### src/rtl/pmc_pkg.sv
package pmc_pkg;

    localparam int LANES = 2;

    typedef enum logic {
        GRADE_FAST = 1'b0,
        GRADE_SLOW = 1'b1
    } grade_e;

    typedef enum logic [1:0] {
        ST_IDLE,
        ST_STROBE,
        ST_RECOVER
    } st_e;

    typedef struct packed {
        logic wr;
        logic up;
        logic lo;
    } op_t;

    // Limits already converted to clock cycles.
    typedef struct packed {
        int unsigned rd_len;   // read strobe before capture
        int unsigned wr_min;   // write pulse / address-to-end
        int unsigned dv_len;   // data valid before end of write
        int unsigned rec_len;  // address hold after write
        int unsigned cyc_len;  // strobe-to-strobe spacing
        int unsigned hiz_len;  // bus release after write strobe
    } tim_t;

    function automatic int unsigned cdiv(int unsigned ns, int unsigned per);
        return (ns + per - 1) / per;
    endfunction

    function automatic int unsigned umax(int unsigned a, int unsigned b);
        return (a > b) ? a : b;
    endfunction

    function automatic tim_t grade_cycles(grade_e g, int unsigned per);
        tim_t t;
        if (g == GRADE_FAST) begin
            t.rd_len  = umax(cdiv(35, per), cdiv(15, per));
            t.wr_min  = umax(cdiv(15, per), cdiv(18, per));
            t.dv_len  = cdiv(10, per);
            t.rec_len = cdiv(12, per);
            t.cyc_len = cdiv(35, per);
            t.hiz_len = cdiv(12, per);
        end else begin
            t.rd_len  = umax(cdiv(45, per), cdiv(25, per));
            t.wr_min  = umax(cdiv(25, per), cdiv(28, per));
            t.dv_len  = cdiv(15, per);
            t.rec_len = cdiv(12, per);
            t.cyc_len = cdiv(45, per);
            t.hiz_len = cdiv(15, per);
        end
        return t;
    endfunction

endpackage

### src/rtl/pmc_pwr_gate.sv
module pmc_pwr_gate #(
    parameter int unsigned WAIT_CYC = 100000
) (
    input  logic clk,
    input  logic rst,
    input  logic pwr_ok,
    input  logic inhibit,
    output logic open
);
    localparam int unsigned WAIT_EFF = (WAIT_CYC < 1) ? 1 : WAIT_CYC;
    localparam int CW = $clog2(WAIT_EFF + 1);

    logic [CW-1:0] cnt;

    always_ff @(posedge clk) begin
        if (rst || !pwr_ok || inhibit) begin
            cnt <= '0;
        end else if (cnt != CW'(WAIT_EFF)) begin
            cnt <= cnt + 1'b1;
        end
    end

    assign open = (cnt == CW'(WAIT_EFF)) && pwr_ok && !inhibit;

    AST_WAIT_RESTART: assert property (@(posedge clk) disable iff (rst)
        inhibit |=> !open);

endmodule

### src/rtl/pmc_lanes.sv
module pmc_lanes
    import pmc_pkg::*;
(
    input  logic        strobe,
    input  op_t         op,
    input  logic [15:0] dq_in,
    output logic        ub_n,
    output logic        lb_n,
    output logic [15:0] rd_word
);
    logic [LANES-1:0] sel;
    assign sel = {op.up, op.lo};

    for (genvar b = 0; b < LANES; b++) begin : g_lane
        assign rd_word[8*b +: 8] = sel[b] ? dq_in[8*b +: 8] : 8'h00;
    end

    assign ub_n = !(strobe && sel[1]);
    assign lb_n = !(strobe && sel[0]);

endmodule

### src/rtl/pmc_seq.sv
module pmc_seq
    import pmc_pkg::*;
#(
    parameter int     ADDR_W = 21,
    parameter grade_e GRADE  = GRADE_FAST,
    parameter int     CLK_NS = 10
) (
    input  logic              clk,
    input  logic              rst,
    input  logic              open,
    input  logic              req_valid,
    output logic              req_ready,
    input  logic              req_write,
    input  logic [ADDR_W-1:0] req_addr,
    input  logic [15:0]       req_wdata,
    input  logic [1:0]        req_mask,
    input  logic [15:0]       lane_rd,
    output logic              rsp_valid,
    output logic [15:0]       rsp_rdata,
    output logic              strobe,
    output op_t               op_q,
    output logic              mem_ce_n,
    output logic              mem_oe_n,
    output logic              mem_we_n,
    output logic [ADDR_W-1:0] mem_addr,
    output logic [15:0]       mem_dq_out,
    output logic              mem_dq_oe
);
    localparam tim_t        TIM    = grade_cycles(GRADE, unsigned'(CLK_NS));
    localparam int unsigned RD_LEN = TIM.rd_len;
    localparam int unsigned WR_MIN = TIM.wr_min;
    localparam int unsigned DV     = TIM.dv_len;
    localparam int unsigned REC    = TIM.rec_len;
    localparam int unsigned CYC    = TIM.cyc_len;
    localparam int unsigned HIZ    = TIM.hiz_len;
    localparam int unsigned LONGEST = umax(RD_LEN, umax(WR_MIN, HIZ + DV)) + umax(REC, CYC);
    localparam int          CW     = $clog2(LONGEST + 1);

    st_e           st;
    logic [CW-1:0] cnt, len_q, rec_q, hz_q, wl_run;
    logic [CW-1:0] len_n, rec_n, hz_n;
    logic          after_rd;
    logic          take;
    int unsigned   len_i, rec_i;

    assign req_ready = open && (st == ST_IDLE);
    assign take      = req_valid && req_ready;

    // Per-access lengths: the turnaround gap only follows a read.
    always_comb begin
        len_i = req_write ? umax(WR_MIN, (after_rd ? HIZ : 32'd0) + DV) : RD_LEN;
        rec_i = umax(req_write ? REC : 32'd0, (CYC > len_i) ? CYC - len_i : 32'd0);
        len_n = CW'(len_i);
        rec_n = CW'(rec_i);
        hz_n  = after_rd ? CW'(HIZ) : '0;
    end

    always_ff @(posedge clk) begin
        if (rst) begin
            st         <= ST_IDLE;
            cnt        <= '0;
            len_q      <= '0;
            rec_q      <= '0;
            hz_q       <= '0;
            op_q       <= '0;
            mem_addr   <= '0;
            mem_dq_out <= '0;
            after_rd   <= 1'b0;
            rsp_valid  <= 1'b0;
            rsp_rdata  <= '0;
        end else begin
            rsp_valid <= 1'b0;
            unique case (st)
                ST_IDLE: begin
                    if (take) begin
                        if (req_mask == 2'b00) begin
                            rsp_valid <= 1'b1;
                            rsp_rdata <= '0;
                        end else begin
                            st         <= ST_STROBE;
                            cnt        <= '0;
                            len_q      <= len_n;
                            rec_q      <= rec_n;
                            hz_q       <= hz_n;
                            op_q       <= '{wr: req_write, up: req_mask[1], lo: req_mask[0]};
                            mem_addr   <= req_addr;
                            mem_dq_out <= req_wdata;
                        end
                    end
                end
                ST_STROBE: begin
                    cnt <= cnt + 1'b1;
                    if (cnt == len_q - 1'b1) begin
                        rsp_valid <= 1'b1;
                        rsp_rdata <= op_q.wr ? 16'h0000 : lane_rd;
                        after_rd  <= !op_q.wr;
                        cnt       <= '0;
                        st        <= (rec_q == '0) ? ST_IDLE : ST_RECOVER;
                    end
                end
                ST_RECOVER: begin
                    cnt <= cnt + 1'b1;
                    if (cnt == rec_q - 1'b1) begin
                        cnt <= '0;
                        st  <= ST_IDLE;
                    end
                end
                default: st <= ST_IDLE;
            endcase
        end
    end

    assign strobe    = (st == ST_STROBE);
    assign mem_ce_n  = !strobe;
    assign mem_we_n  = !(strobe && op_q.wr);
    assign mem_oe_n  = !(strobe && !op_q.wr);
    assign mem_dq_oe = strobe && op_q.wr && (cnt >= hz_q);

    // Length of the current write-enable low run, kept for the pulse check.
    always_ff @(posedge clk) begin
        if (rst) wl_run <= '0;
        else     wl_run <= mem_we_n ? '0 : wl_run + 1'b1;
    end

    AST_ADDR_STABLE: assert property (@(posedge clk) disable iff (rst)
        (!mem_ce_n && $past(!mem_ce_n)) |-> $stable(mem_addr));
    AST_DRIVE_RELEASE: assert property (@(posedge clk) disable iff (rst)
        $rose(mem_we_n) |-> !mem_dq_oe);
    AST_WE_PULSE_MIN: assert property (@(posedge clk) disable iff (rst)
        $rose(mem_we_n) |-> (wl_run >= CW'(WR_MIN)));
    AST_RSP_IDLE_BUS: assert property (@(posedge clk) disable iff (rst)
        rsp_valid |-> mem_ce_n);

endmodule

### src/rtl/pmem_ctrl.sv
module pmem_ctrl
    import pmc_pkg::*;
#(
    parameter int     ADDR_W   = 21,
    parameter grade_e GRADE    = GRADE_FAST,
    parameter int     CLK_NS   = 10,
    parameter int     PWRUP_NS = 1000000
) (
    input  logic              clk,
    input  logic              rst,
    input  logic              pwr_ok,
    input  logic              inhibit,
    input  logic              req_valid,
    output logic              req_ready,
    input  logic              req_write,
    input  logic [ADDR_W-1:0] req_addr,
    input  logic [15:0]       req_wdata,
    input  logic [1:0]        req_mask,
    output logic              rsp_valid,
    output logic [15:0]       rsp_rdata,
    output logic              mem_ce_n,
    output logic              mem_oe_n,
    output logic              mem_we_n,
    output logic              mem_ub_n,
    output logic              mem_lb_n,
    output logic [ADDR_W-1:0] mem_addr,
    output logic [15:0]       mem_dq_out,
    output logic              mem_dq_oe,
    input  logic [15:0]       mem_dq_in
);
    localparam int unsigned PU_CYC = cdiv(unsigned'(PWRUP_NS), unsigned'(CLK_NS));

    logic        gate_open;
    logic        strobe;
    op_t         op_q;
    logic [15:0] lane_rd;

    pmc_pwr_gate #(.WAIT_CYC(PU_CYC)) u_gate (
        .clk     (clk),
        .rst     (rst),
        .pwr_ok  (pwr_ok),
        .inhibit (inhibit),
        .open    (gate_open)
    );

    pmc_seq #(.ADDR_W(ADDR_W), .GRADE(GRADE), .CLK_NS(CLK_NS)) u_seq (
        .clk        (clk),
        .rst        (rst),
        .open       (gate_open),
        .req_valid  (req_valid),
        .req_ready  (req_ready),
        .req_write  (req_write),
        .req_addr   (req_addr),
        .req_wdata  (req_wdata),
        .req_mask   (req_mask),
        .lane_rd    (lane_rd),
        .rsp_valid  (rsp_valid),
        .rsp_rdata  (rsp_rdata),
        .strobe     (strobe),
        .op_q       (op_q),
        .mem_ce_n   (mem_ce_n),
        .mem_oe_n   (mem_oe_n),
        .mem_we_n   (mem_we_n),
        .mem_addr   (mem_addr),
        .mem_dq_out (mem_dq_out),
        .mem_dq_oe  (mem_dq_oe)
    );

    pmc_lanes u_lanes (
        .strobe  (strobe),
        .op      (op_q),
        .dq_in   (mem_dq_in),
        .ub_n    (mem_ub_n),
        .lb_n    (mem_lb_n),
        .rd_word (lane_rd)
    );

    AST_GATED_START: assert property (@(posedge clk) disable iff (rst)
        $fell(mem_ce_n) |-> $past(gate_open));

endmodule

### config.mk
export PLATFORM = sky130hd
export DESIGN_NAME = pmem_ctrl
export DESIGN_NICKNAME = d
export VERILOG_FILES = /design/src/rtl/pmc_pkg.sv /design/src/rtl/pmc_pwr_gate.sv /design/src/rtl/pmc_lanes.sv /design/src/rtl/pmc_seq.sv /design/src/rtl/pmem_ctrl.sv
export SDC_FILE = /design/constraint.sdc
export NUM_CORES = 1
export LEC_CHECK = 0
export ABC_AREA = 1
export BUFFER_PORTS_ARGS = -buffer_cell sky130_fd_sc_hd__buf_2
export CORE_UTILIZATION = 52
export CTS_BUF_LIST = sky130_fd_sc_hd__clkbuf_16
export CTS_CLUSTER_DIAMETER = 50
export DETAILED_ROUTE_END_ITERATION = 8
export PLACE_DENSITY = 0.83
export SLEW_MARGIN = 5
export SYNTH_ARGS = -nofsm -noshare
export SYNTH_HDL_FRONTEND = slang
export SYNTH_HIERARCHICAL = 1
export SYNTH_SLANG_ARGS = --single-unit
export TNS_END_PERCENT = 10
### constraint.sdc
create_clock -name clk -period 3 [get_ports clk]
set_clock_uncertainty 0.15 [all_clocks]
set_input_delay 0.15 -clock clk [delete_from_list [all_inputs] [get_ports clk]]
set_output_delay 0.15 -clock clk [all_outputs]
set_load 0.01 [all_outputs]
**Word level (Yosys, flattened, before mapping)**

Index checks and enable logic that the tools add are counted.

- Register bits: 93
- Bits of input ports: 61
- Output and inout port bits: 61
- Logic and storage cells: 94

- $add $sub $neg: 6
- Order comparisons: 4
- Equality and inequality tests: 11
- Multiplexer cells: 29
- Bitwise gates (word level): 1
- Reductions and logical operators: 29

Operators with widths:

| cell | number |
|---|---|
| 32-bit two-way mux | 3 |
| 16-bit two-way mux | 4 |
| 32-bit by 1-bit adder with 32-bit output, second input constant | 1 |
| 2-bit by 32-bit greater-than comparator with 1-bit output | 1 |
| 2-bit by 32-bit greater-than comparator with 1-bit output, first input constant | 1 |
| 3-bit by 32-bit greater-than comparator with 1-bit output, first input constant | 1 |
| 16-bit one-hot mux with 2 select lines | 1 |
| 3-bit by 32-bit subtractor with 32-bit output, first input constant | 1 |
| 4-bit two-way mux | 5 |
| 17-bit by 1-bit adder with 17-bit output, second input constant | 1 |
| 17-bit equality test, second input constant | 1 |
| 17-bit inequality test, second input constant | 1 |
| 2-bit two-way mux | 8 |
| 8-bit two-way mux | 2 |
| 4-bit one-hot mux with 3 select lines | 1 |
| 1-bit logical AND | 9 |
| 4-bit equality test | 2 |
| 1-bit logical NOT | 8 |
| 4-bit AND reduction | 2 |
| 4-bit by 1-bit subtractor with 4-bit output, second input constant | 2 |
| 2-bit inequality test, second input constant | 3 |
| 2-bit one-hot mux with 3 select lines | 1 |
| 3-bit AND reduction | 2 |
| 4-bit by 1-bit adder with 4-bit output, second input constant | 1 |
| other kinds (13) | 18 |

**Longest topological paths before layout**

Gate-level depths: netlist of run 1.

- Word-level depth: 9
- Gate-level depth with buffers: 18
- Depth with buffers taken out: 18

**Cells and area by module**

The synthesis of run 1 kept the hierarchy.

By module, submodules not included:

| module | times used | cells an instance | area each (µm²) | seq. area each (µm²) |
|---|---|---|---|---|
| pmc_seq | 1 | 436 | 3101.7 | 1421.4 |
| pmc_pwr_gate | 1 | 173 | 1063.5 | 340.3 |
| pmc_lanes | 1 | 36 | 150.1 | 0.0 |

**Least setup slack after synthesis of run 1**

No wires, ideal clock.

- Path kind: reg-to-reg
- Start: register u_gate.cnt[0]
- End: register u_seq.mem_addr[10]
- Setup time: 0.116 ns
- Data arrival time: 1.913 ns
- Data required time: 2.734 ns
- Path slack: 0.822 ns
- Stages on the path, launching flop included: 17
- Buffers on the path: 1
- Clock period less this slack: 2.178 ns
- Path through: dfxtp_1 inv_1 ha_1 nand2_1 inv_1 nand2_1 nor2_1 nand2_1 nor3_1 nand2_2 nor2_2 nand2_1 nand2_2 inv_2 clkbuf_1 o21ai_0 nor2_1

- Cells in the longest elaborated chain, start to end: 6

Ends and longest elaborated chain:

| what | RTL line | RTL |
|---|---|---|
| start, declared | pmc_pwr_gate.sv:13 | `logic [CW-1:0] cnt;` |
| start signal, assigned | pmc_pwr_gate.sv:19 | `cnt <= cnt + 1'b1;` |
| 17-bit equality test | pmc_pwr_gate.sv:23 | `assign open = (cnt == CW'(WAIT_EFF)) && pwr_ok && !inhibit;` |
| 1-bit logical AND (2 in series) | pmc_pwr_gate.sv:23 |  |
| via gate_open | pmem_ctrl.sv:33 | `logic gate_open;` |
| 1-bit logical AND | pmc_seq.sv:46 | `assign req_ready = open && (st == ST_IDLE);` |
| 1-bit logical AND | pmc_seq.sv:47 | `assign take = req_valid && req_ready;` |
| 3-bit AND reduction (no source line) | - |  |
| end signal, assigned | pmc_seq.sv:86 | `mem_addr <= req_addr;` |
| end, declared | pmc_seq.sv:25 | `output logic [ADDR_W-1:0] mem_addr,` |

The timed path passes the listed nets, and every way through them passes these cells.
A chain may end at the register's enable or synchronous reset.

**Final worst setup path of run 1**

- Start: register u_gate.cnt[0]
- End: register u_seq.cnt[0]

- Cells in the longest elaborated chain, start to end: 7

Ends and longest elaborated chain:

| what | RTL line | RTL |
|---|---|---|
| 17-bit equality test | pmc_pwr_gate.sv:23 |  |
| 1-bit logical AND (2 in series) | pmc_pwr_gate.sv:23 |  |
| via gate_open | pmem_ctrl.sv:33 |  |
| 1-bit logical AND | pmc_seq.sv:46 |  |
| 1-bit logical AND | pmc_seq.sv:47 |  |
| 2-bit by 1-bit inequality test with 1-bit output (no source line) | - |  |
| 3-bit AND reduction (no source line) | - |  |
| end signal, assigned | pmc_seq.sv:92 | `cnt <= cnt + 1'b1;` |
| end signal, assigned | pmc_seq.sv:102 | `cnt <= cnt + 1'b1;` |
| end, declared | pmc_seq.sv:40 | `logic [CW-1:0] cnt, len_q, rec_q, hz_q, wl_run;` |

The timed path passes the listed nets, and every way through them passes these cells.

==> impl_summary.md, run 1 <==
Critical path
Together, buffers and inverters on the worst path number 4. For the worst setup path, the data required time is 3.11 ns. The endpoint identified for the worst register-to-register timing path is u_seq/cnt[0]. The critical path is of the flop to flop type. The minimum setup slack among reg-to-reg paths is 0.31 ns. The worst register-to-register path begins at u_gate/cnt[0]. The critical-path cell with the highest stage delay is dfxtp_1. Measured in cells, the most critical reg-to-reg path has a length of 18.

The arrival time at the worst endpoint is 2.80 ns. Of all nets on the critical path, the largest fanout is 44. The critical path goes through inv_1 > ha_1 > nand2_1 > inv_1 > nand2_1 > nor2_1 > nand2_1 > nor3_1 > nand2_2 > nor2_2 > nand2_1 > nand2_2 > inv_6 > nand2_2 > nand2_2 > inv_2 > o21ai_0 > a21oi_1.

The category of cells accounting for the largest share of critical-path delay is simple AND/OR/NAND/NOR gates. The largest single stage delay on the critical path is 0.35 ns. The worst setup path is captured at a flop. STA classifies the critical path startpoint as a flop.

Global routing
The number of antenna violations at the first check in global routing is 0. The total global routing overflow is 0. The overall track demand over capacity in global routing is 27.19%. The pin count of the biggest net entering global routing is 45. The first global-routing pass estimated 18770 µm of wire. The via count of the first global-routing pass is 4247.

Finish
The count of antenna diodes in the layout is 0. The layout has 608 filler cells. In the final design database the tool counted 868 nets. The layout overhead on the synthesized area is 30.47%.

In the final layout, the share of cells above drive strength 1 is 20.13%. The final cell count without fillers is 902.

Synthesis
The synthesized netlist net count is 717. The mean area per synthesized cell is 6.689 µm². Summing every instance area after synthesis gives 4308 µm².

The cell count after synthesis is 644. The number of synthesis warnings is 6.

Timing
The fmax is 371.7 MHz. The number of max-slew violations in the final report is 0. The minimum clock period is 2.690 ns. For the final routed database, the setup TNS stands at 0 ns.

The final hold violation count is 0. The worst-case setup margin in the final layout is 0.3097 ns. Setup violations remaining at the end of the flow were counted as 0. Setup repair after global routing left no endpoint under its margin. In the finished design, the share of the clock period the worst path needs comes to 89.68%.

The worst max-slew margin expressed relative to the limit is 57.22%. For the pin with the worst max-slew slack, the measured transition is 0.6410 ns.

Power
The power share of the clock group is 32.7%. Internal power comes to 2275 µW. The worst vdd rail ir drop is 305.0 µV. The power spent charging and discharging nets is 1131 µW.

Net switching is 33.20% of the power. The share of total power dissipated in combinational logic is 27.1%. The total power divided by cell area is 606.1 nW/µm².

In this run, flip-flops and latches consume 40.1% of the power. For this design the static power due to leakage is 0.002662 µW.

Floorplan
The total die area is 8653 µm². 122 I/O pins were placed. Measured along the y axis, the die boundary spans 93.02 µm.

The floorplan row count is 32. In this run the standard cell core region covers 7888 µm². The starting density of the core is 54.62%. The floorplan step set the die width to 93.02 µm.

Routing
The detailed router used layers up to and including met4. In the final routing, the length of wire on met1 measures 4710 µm. The final routed wire length divided by cell count is 13.07 µm. The met3 wire length is 736 µm. The first routing iteration left 291 violations.

The wire length on met2 is 5990 µm. The count of TritonRoute iterations in the first routing pass is 5. In the routed design, unresolved DRC markers number 0. In this run the remaining antenna-violating nets after routing total 0. For this block, the routed nets add up to 11790 µm of wire. Detailed routing inserted a total of 4579 vias. The average vias per placed instance is 5.076.

Clock tree
Clock-pin slew was measured on the worst setup and hold paths at 0.06 ns. TritonCTS built the clock tree. Clock latency on the worst-skew pair, taken at its later pin, is 0.34 ns. The master cell of the clock root buffer is clkbuf_16.

The clock drives 88 sinks. The total number of H-tree levels is 3. The deepest clock path buffer count is 2. The number of buffers created by CTS is 9.

Placement
The placed wire-length estimate after detailed placement is 7713 µm. The count of buffers from port buffering is 121. The global placer's final weighted congestion is 1.013. The worst setup slack after placement is 0.2291 ns. Once placement completed, the tool counted placed cells totaling 847.

Min path
The type of the worst min-delay path is primary input to flop. The path with the worst hold slack has its endpoint at u_seq/after_rd. The number of cells traversed by the worst hold path is 2. The startpoint identified for the worst hold timing path is rst.

Run
The max-capacitance violation count is 0.

Run status
The run finished with clean final reports.
-- how the worst max path moves through the flow --
stage,from,to,slack [ns],cells past startpoint
finish,u_gate/cnt[0],u_seq/cnt[0],0.31,18
global placement,u_gate/cnt[0],u_seq/cnt[0],0.44,18
detailed placement,u_gate/cnt[0],u_seq/cnt[0],0.23,18
CTS,u_gate/cnt[0],u_seq/cnt[0],0.19,18
global route,u_gate/cnt[0],u_seq/cnt[0],0.02,18
floorplan,u_gate/cnt[0],u_seq/mem_addr[10],0.82,16
-- sequential cells by signal, summed over array words and instances (netlist names) --
name,cells
u_seq/hz_q,1
u_seq/cnt,4
u_seq/after_rd,1
u_seq/op_q,3
u_seq/len_q,2
u_seq/rec_q,4
u_seq/st,2
u_seq/rsp_rdata,16
u_seq/mem_dq_out,16
u_seq/mem_addr,21
u_seq/rsp_valid,1
u_gate/cnt,17
-- routing by layer --
metal	track usage, %	vias to the layer above
met5	0	-
met4	14.36	0
met3	4.390	36
met2	48.59	185
met1	30.95	2051
li1	-	2307
-- final cells by class --
type | instances | area [µm²] | share of cell area [%]
Clock buffer | 9 | 225.2 | 4.007
Clock inverter | 7 | 71.32 | 1.269
Inverter | 93 | 359.1 | 6.389
Multi-Input combinational cell | 440 | 2057 | 36.60
Sequential cell | 88 | 1762 | 31.34
Tap cell | 102 | 127.6 | 2.271
Timing Repair Buffer | 163 | 1018 | 18.12
-- what timing repair did --
item,in CTS,in global routing
buffers inserted,0,0
endpoints found under the hold margin,40,0
setup endpoints to repair,0,2
gates resized for setup,0,3
hold buffers,39,0
-- stage by stage --
stage | cell area [µm²] | hold WS, ns | utilization (%) | total power, µW
floorplan | 4308 | 0.07679 | - | 2055
global placement | 4928 | 0.2462 | 62.48 | 2212
detailed placement | 4928 | 0.2505 | 62.48 | 2251
CTS | 5615 | 0.007324 | 71.19 | 3394
global route | 5620 | 0.01906 | 71.26 | 3575
finish | 5620 | 0.01276 | 71.26 | 3406
-- power by group through the flow --
stage / Clock [µW] / Combinational, µW / Sequential (µW)
floorplan: 0 / 638 / 1420
global placement: 0 / 822 / 1390
detailed placement: 0 / 858 / 1390
CTS: 1120 / 905 / 1370
global route: 1170 / 1020 / 1380
finish: 1110 / 924 / 1370
-- worst reg2reg max path, cell delays in order (launching register included) --
cell	delay, ns
dfxtp_1	0.35
inv_1	0.11
ha_1	0.19
nand2_1	0.06
inv_1	0.05
nand2_1	0.07
nor2_1	0.15
nand2_1	0.07
nor3_1	0.20
nand2_2	0.10
nor2_2	0.13
nand2_1	0.12
nand2_2	0.13
inv_6	0.12
nand2_2	0.14
nand2_2	0.09
inv_2	0.11
o21ai_0	0.09
a21oi_1	0.19
-- cell usage in the layout, fill, tap and decap left out, drive strengths merged, types with 7 or more instances in the layout --
cell and instances:
nor2 175, buf 124, nand2 107, inv 95, dfxtp 88, o21ai 64
dlygate4sd3 39, a21oi 29, nand3 28, ha 12, clkbuf 9, nand4 8
nor3 7
No activity file was read; power rests on OpenSTA's default activity.
==> run 2, diff against run 1 <==
Settings changed: CELL_PAD_IN_SITES_DETAIL_PLACEMENT set to 1, CELL_PAD_IN_SITES_GLOBAL_PLACEMENT set to 2, CORE_UTILIZATION 52 to 27, PLACE_DENSITY 0.83 to 0.81.
==> run 2 against run 1 <==
Total power grew 1.5%. Via count shrank 0.46%. Global-route usage shrank 9.3 points. Flip-flop and latch count is the same. Combinational power grew 2%. Highest routed layer unchanged. Cell count grew 13%. Largest cell class unchanged. Sequential share of layout area shrank 0.91 points. Count of clock-buffer cells in the layout is the same. Critical path depth is the same. Routed wire length grew 21%. Worst hold slack lost 0.0011 ns. Clock power is essentially flat.
==> impl_summary.md, run 2 (same netlist as run 1, synthesis figures left out) <==
Clock tree
The deepest clock path buffer count is 2 (unchanged). The worst-skew pair later-pin latency is 0.35 ns (was 0.34 ns). The number of buffers created by CTS came to 9 (unchanged).

The clock slew at the register clock pins of the worst setup and hold paths is 0.07 ns (was 0.06 ns). The buffer count from post-CTS setup fixing came to 0 (unchanged). The clock tree from TritonCTS is built (unchanged). The total number of H-tree levels is 3 (unchanged). The master cell of the clock root buffer is clkbuf_16 (unchanged).

The TritonCTS sink count was 88 (unchanged).

Power
The total leakage power came to 0.002682 µW (was 0.002662 µW). The worst vdd rail ir drop is 315.4 µV (was 305.0 µV). The total power divided by cell area is 596.9 nW/µm² (was 606.1 nW/µm²). The overall power came to 3456 µW (was 3406 µW).

Critical path
The startpoint class of the critical path is a flop (unchanged). The required time reported for the critical path endpoint was 3.12 ns (was 3.11 ns). The origin of the critical flop-to-flop path was u_gate/cnt[0] (unchanged). The top fanout value on the critical path is 28 (was 44). The critical path class is flop to flop (unchanged). The count of cells along the worst register-to-register path is 18 (unchanged). The destination of the worst register-to-register timing path is u_seq/cnt[0] (unchanged). The endpoint class of the critical path is a flop (unchanged). The minimum setup slack among reg-to-reg paths is 0.34 ns (was 0.31 ns). The arrival time at the worst endpoint is 2.79 ns (was 2.80 ns).

Routing
The total vias in the final route is 4558 (was 4579). The average vias per placed instance is 4.486 (was 5.076). The sum of routed wire length over all layers is 14220 µm (was 11790 µm).

The count of TritonRoute iterations in the first routing pass came to 4 (was 5). The starting DRC count in detailed routing came to 175 (was 291). The final routed wire length divided by cell count is 13.99 µm (was 13.07 µm).

The antenna violation net count after detailed routing was 0 (unchanged). The count of unresolved DRC violations after routing is 0 (unchanged).

Timing
The fmax is 375.5 MHz (was 371.7 MHz). The minimum clock period is 2.663 ns (was 2.690 ns). The worst-case setup margin in the final layout is 0.3372 ns (was 0.3097 ns). The worst max-slew margin expressed relative to the limit is 48.36% (was 57.22%). Setup repair after global routing missed its margin: false (unchanged). The final hold violation count is 0 (unchanged).

The transition time at the pin with the least slew margin came to 0.7737 ns (was 0.6410 ns). The total setup violations reported at the end of the flow is 0 (unchanged). The number of max-slew violations in the final report came to 0 (unchanged).

The total negative slack for setup checks is 0 ns (unchanged). The share of the clock period used by the worst path is 88.76% (was 89.68%).

Run status
Status: completed (unchanged).

Min path
The startpoint of the worst hold path is rst (unchanged). The type of the worst min-delay path was primary input to flop (unchanged). The endpoint with the worst hold slack is u_seq/after_rd (unchanged). The number of cells traversed by the worst hold path is 2 (unchanged).

Floorplan
The starting density of the core came to 28.03% (was 54.62%). The placeable core region was 15370 µm² (was 7888 µm²). The floorplan row count was 45 (was 32). The horizontal die dimension is 128.3 µm (was 93.02 µm). The die span in y is 128.3 µm (was 93.02 µm). The total die area is 16460 µm² (was 8653 µm²). The top-level I/O count was 122 (unchanged).

Placement
The cell area after placement is 5087 µm² (was 4928 µm²). The global placer's final weighted congestion is 0.8626 (was 1.013). The count of buffers from port buffering is 121 (unchanged).

The worst setup slack after placement is 0.2830 ns (was 0.2291 ns). The placed wire-length estimate after detailed placement came to 10080 µm (was 7713 µm).

Finish
The register with the most flip-flops is u_seq/mem_addr (unchanged). The post-layout net count is 872 (was 868). The end-of-flow core utilization is 37.66% (was 71.26%).

Largest regs: u_seq/mem_addr: 21 flops, u_gate/cnt: 17 flops (unchanged). The number of flip-flops in the largest register was 21 (unchanged). The share of layout cells above drive strength 1 is 20.40% (was 20.13%). Top library cells by usage in the layout, fill and taps aside: nor2_1, buf_2, nand2_1 (unchanged). The most common cell after layout, fill and taps aside was nor2_1 (unchanged).

The layout overhead on the synthesized area was 34.39% (was 30.47%). The post-route cell area is 5789 µm² (was 5620 µm²).

Global routing
The total global routing overflow is 0 (unchanged). The via count of the first global-routing pass came to 4680 (was 4247). The wire length of the first global-routing pass is 22920 µm (was 18770 µm). The pin count of the biggest net entering global routing is 43 (was 45). The overall track demand over capacity in global routing is 17.92% (was 27.19%). The number of antenna violations at the first check in global routing is 1 (was 0).

Run
The max-capacitance violation count is 0 (unchanged).
## run 2: cell types whose count changed in the layout (fill, tap and decap cells not counted)
cell,previous run,this run
inv_4,0,1
buf_4,3,6
diode_2,0,1
dlygate4sd3_1,39,40
clkinv_4,1,0
## run 2: critical path, cell delays in order (launching register included)
cell     delay, ns
dfxtp_1       0.35
inv_1         0.11
ha_1          0.18
nand2_1       0.06
inv_1         0.06
nand2_1       0.07
nor2_1        0.14
nand2_1       0.07
nor3_1        0.21
nand2_2       0.11
nor2_2        0.14
nand2_1       0.12
nand2_2       0.11
inv_4         0.13
nand2_2       0.13
nand2_2       0.08
inv_2         0.10
o21ai_0       0.11
a21oi_1       0.15
## run 2: worst max-delay path by stage
stage | startpoint | to | slack (ns)
global route | u_gate/cnt[0] | u_seq/len_q[0] | 0.05
CTS | u_gate/cnt[0] | u_seq/cnt[0] | 0.27
finish | u_gate/cnt[0] | u_seq/cnt[0] | 0.34
floorplan | u_gate/cnt[0] | u_seq/mem_addr[10] | 0.82
global placement | u_gate/cnt[0] | u_seq/cnt[0] | 0.51
detailed placement | u_gate/cnt[0] | u_seq/cnt[0] | 0.28
## run 2: layout make-up
type | instances | area (µm²)
clock buffer | 9 | 225.2
multi-input combinational | 440 | 2057
sequential | 88 | 1762
tap | 211 | 264.0
antenna | 1 | 2.502
inverter | 93 | 356.6
timing repair buffer | 167 | 1051
clock inverter | 7 | 71.32
fill | 2005 | 9582
## run 2: metal layers
metal  part of all wire (%)  up-vias  GRT usage, %
li1                       -     2308             -
met1                     40     2137         18.55
met2                     54       90         34.50
met3                    4.1       23         4.841
met4                    2.0        0         6.021
met5                      0        -             0
## run 2: stage by stage
step | hold slack (ns) | std cells
floorplan | 0.07679 | 644
global placement | 0.2446 | 959
detailed placement | 0.2502 | 959
CTS | 0.001345 | 1015
global route | 0.02275 | 1016
finish | 0.01170 | 1016
## run 2: report_power, final
part	switching (µW)	total, µW	leakage [µW]	internal (µW)
registers	89.3	1370	0.000712	1290
logic	591	938	0.00183	346
clock network	496	1140	0.000144	647
## run 2: timing repair
item                       in CTS  in global routing
hold buffers                   40                  0
setup endpoints to repair       0                  5
resized for setup               0                  2
hold endpoints to repair       41                  0
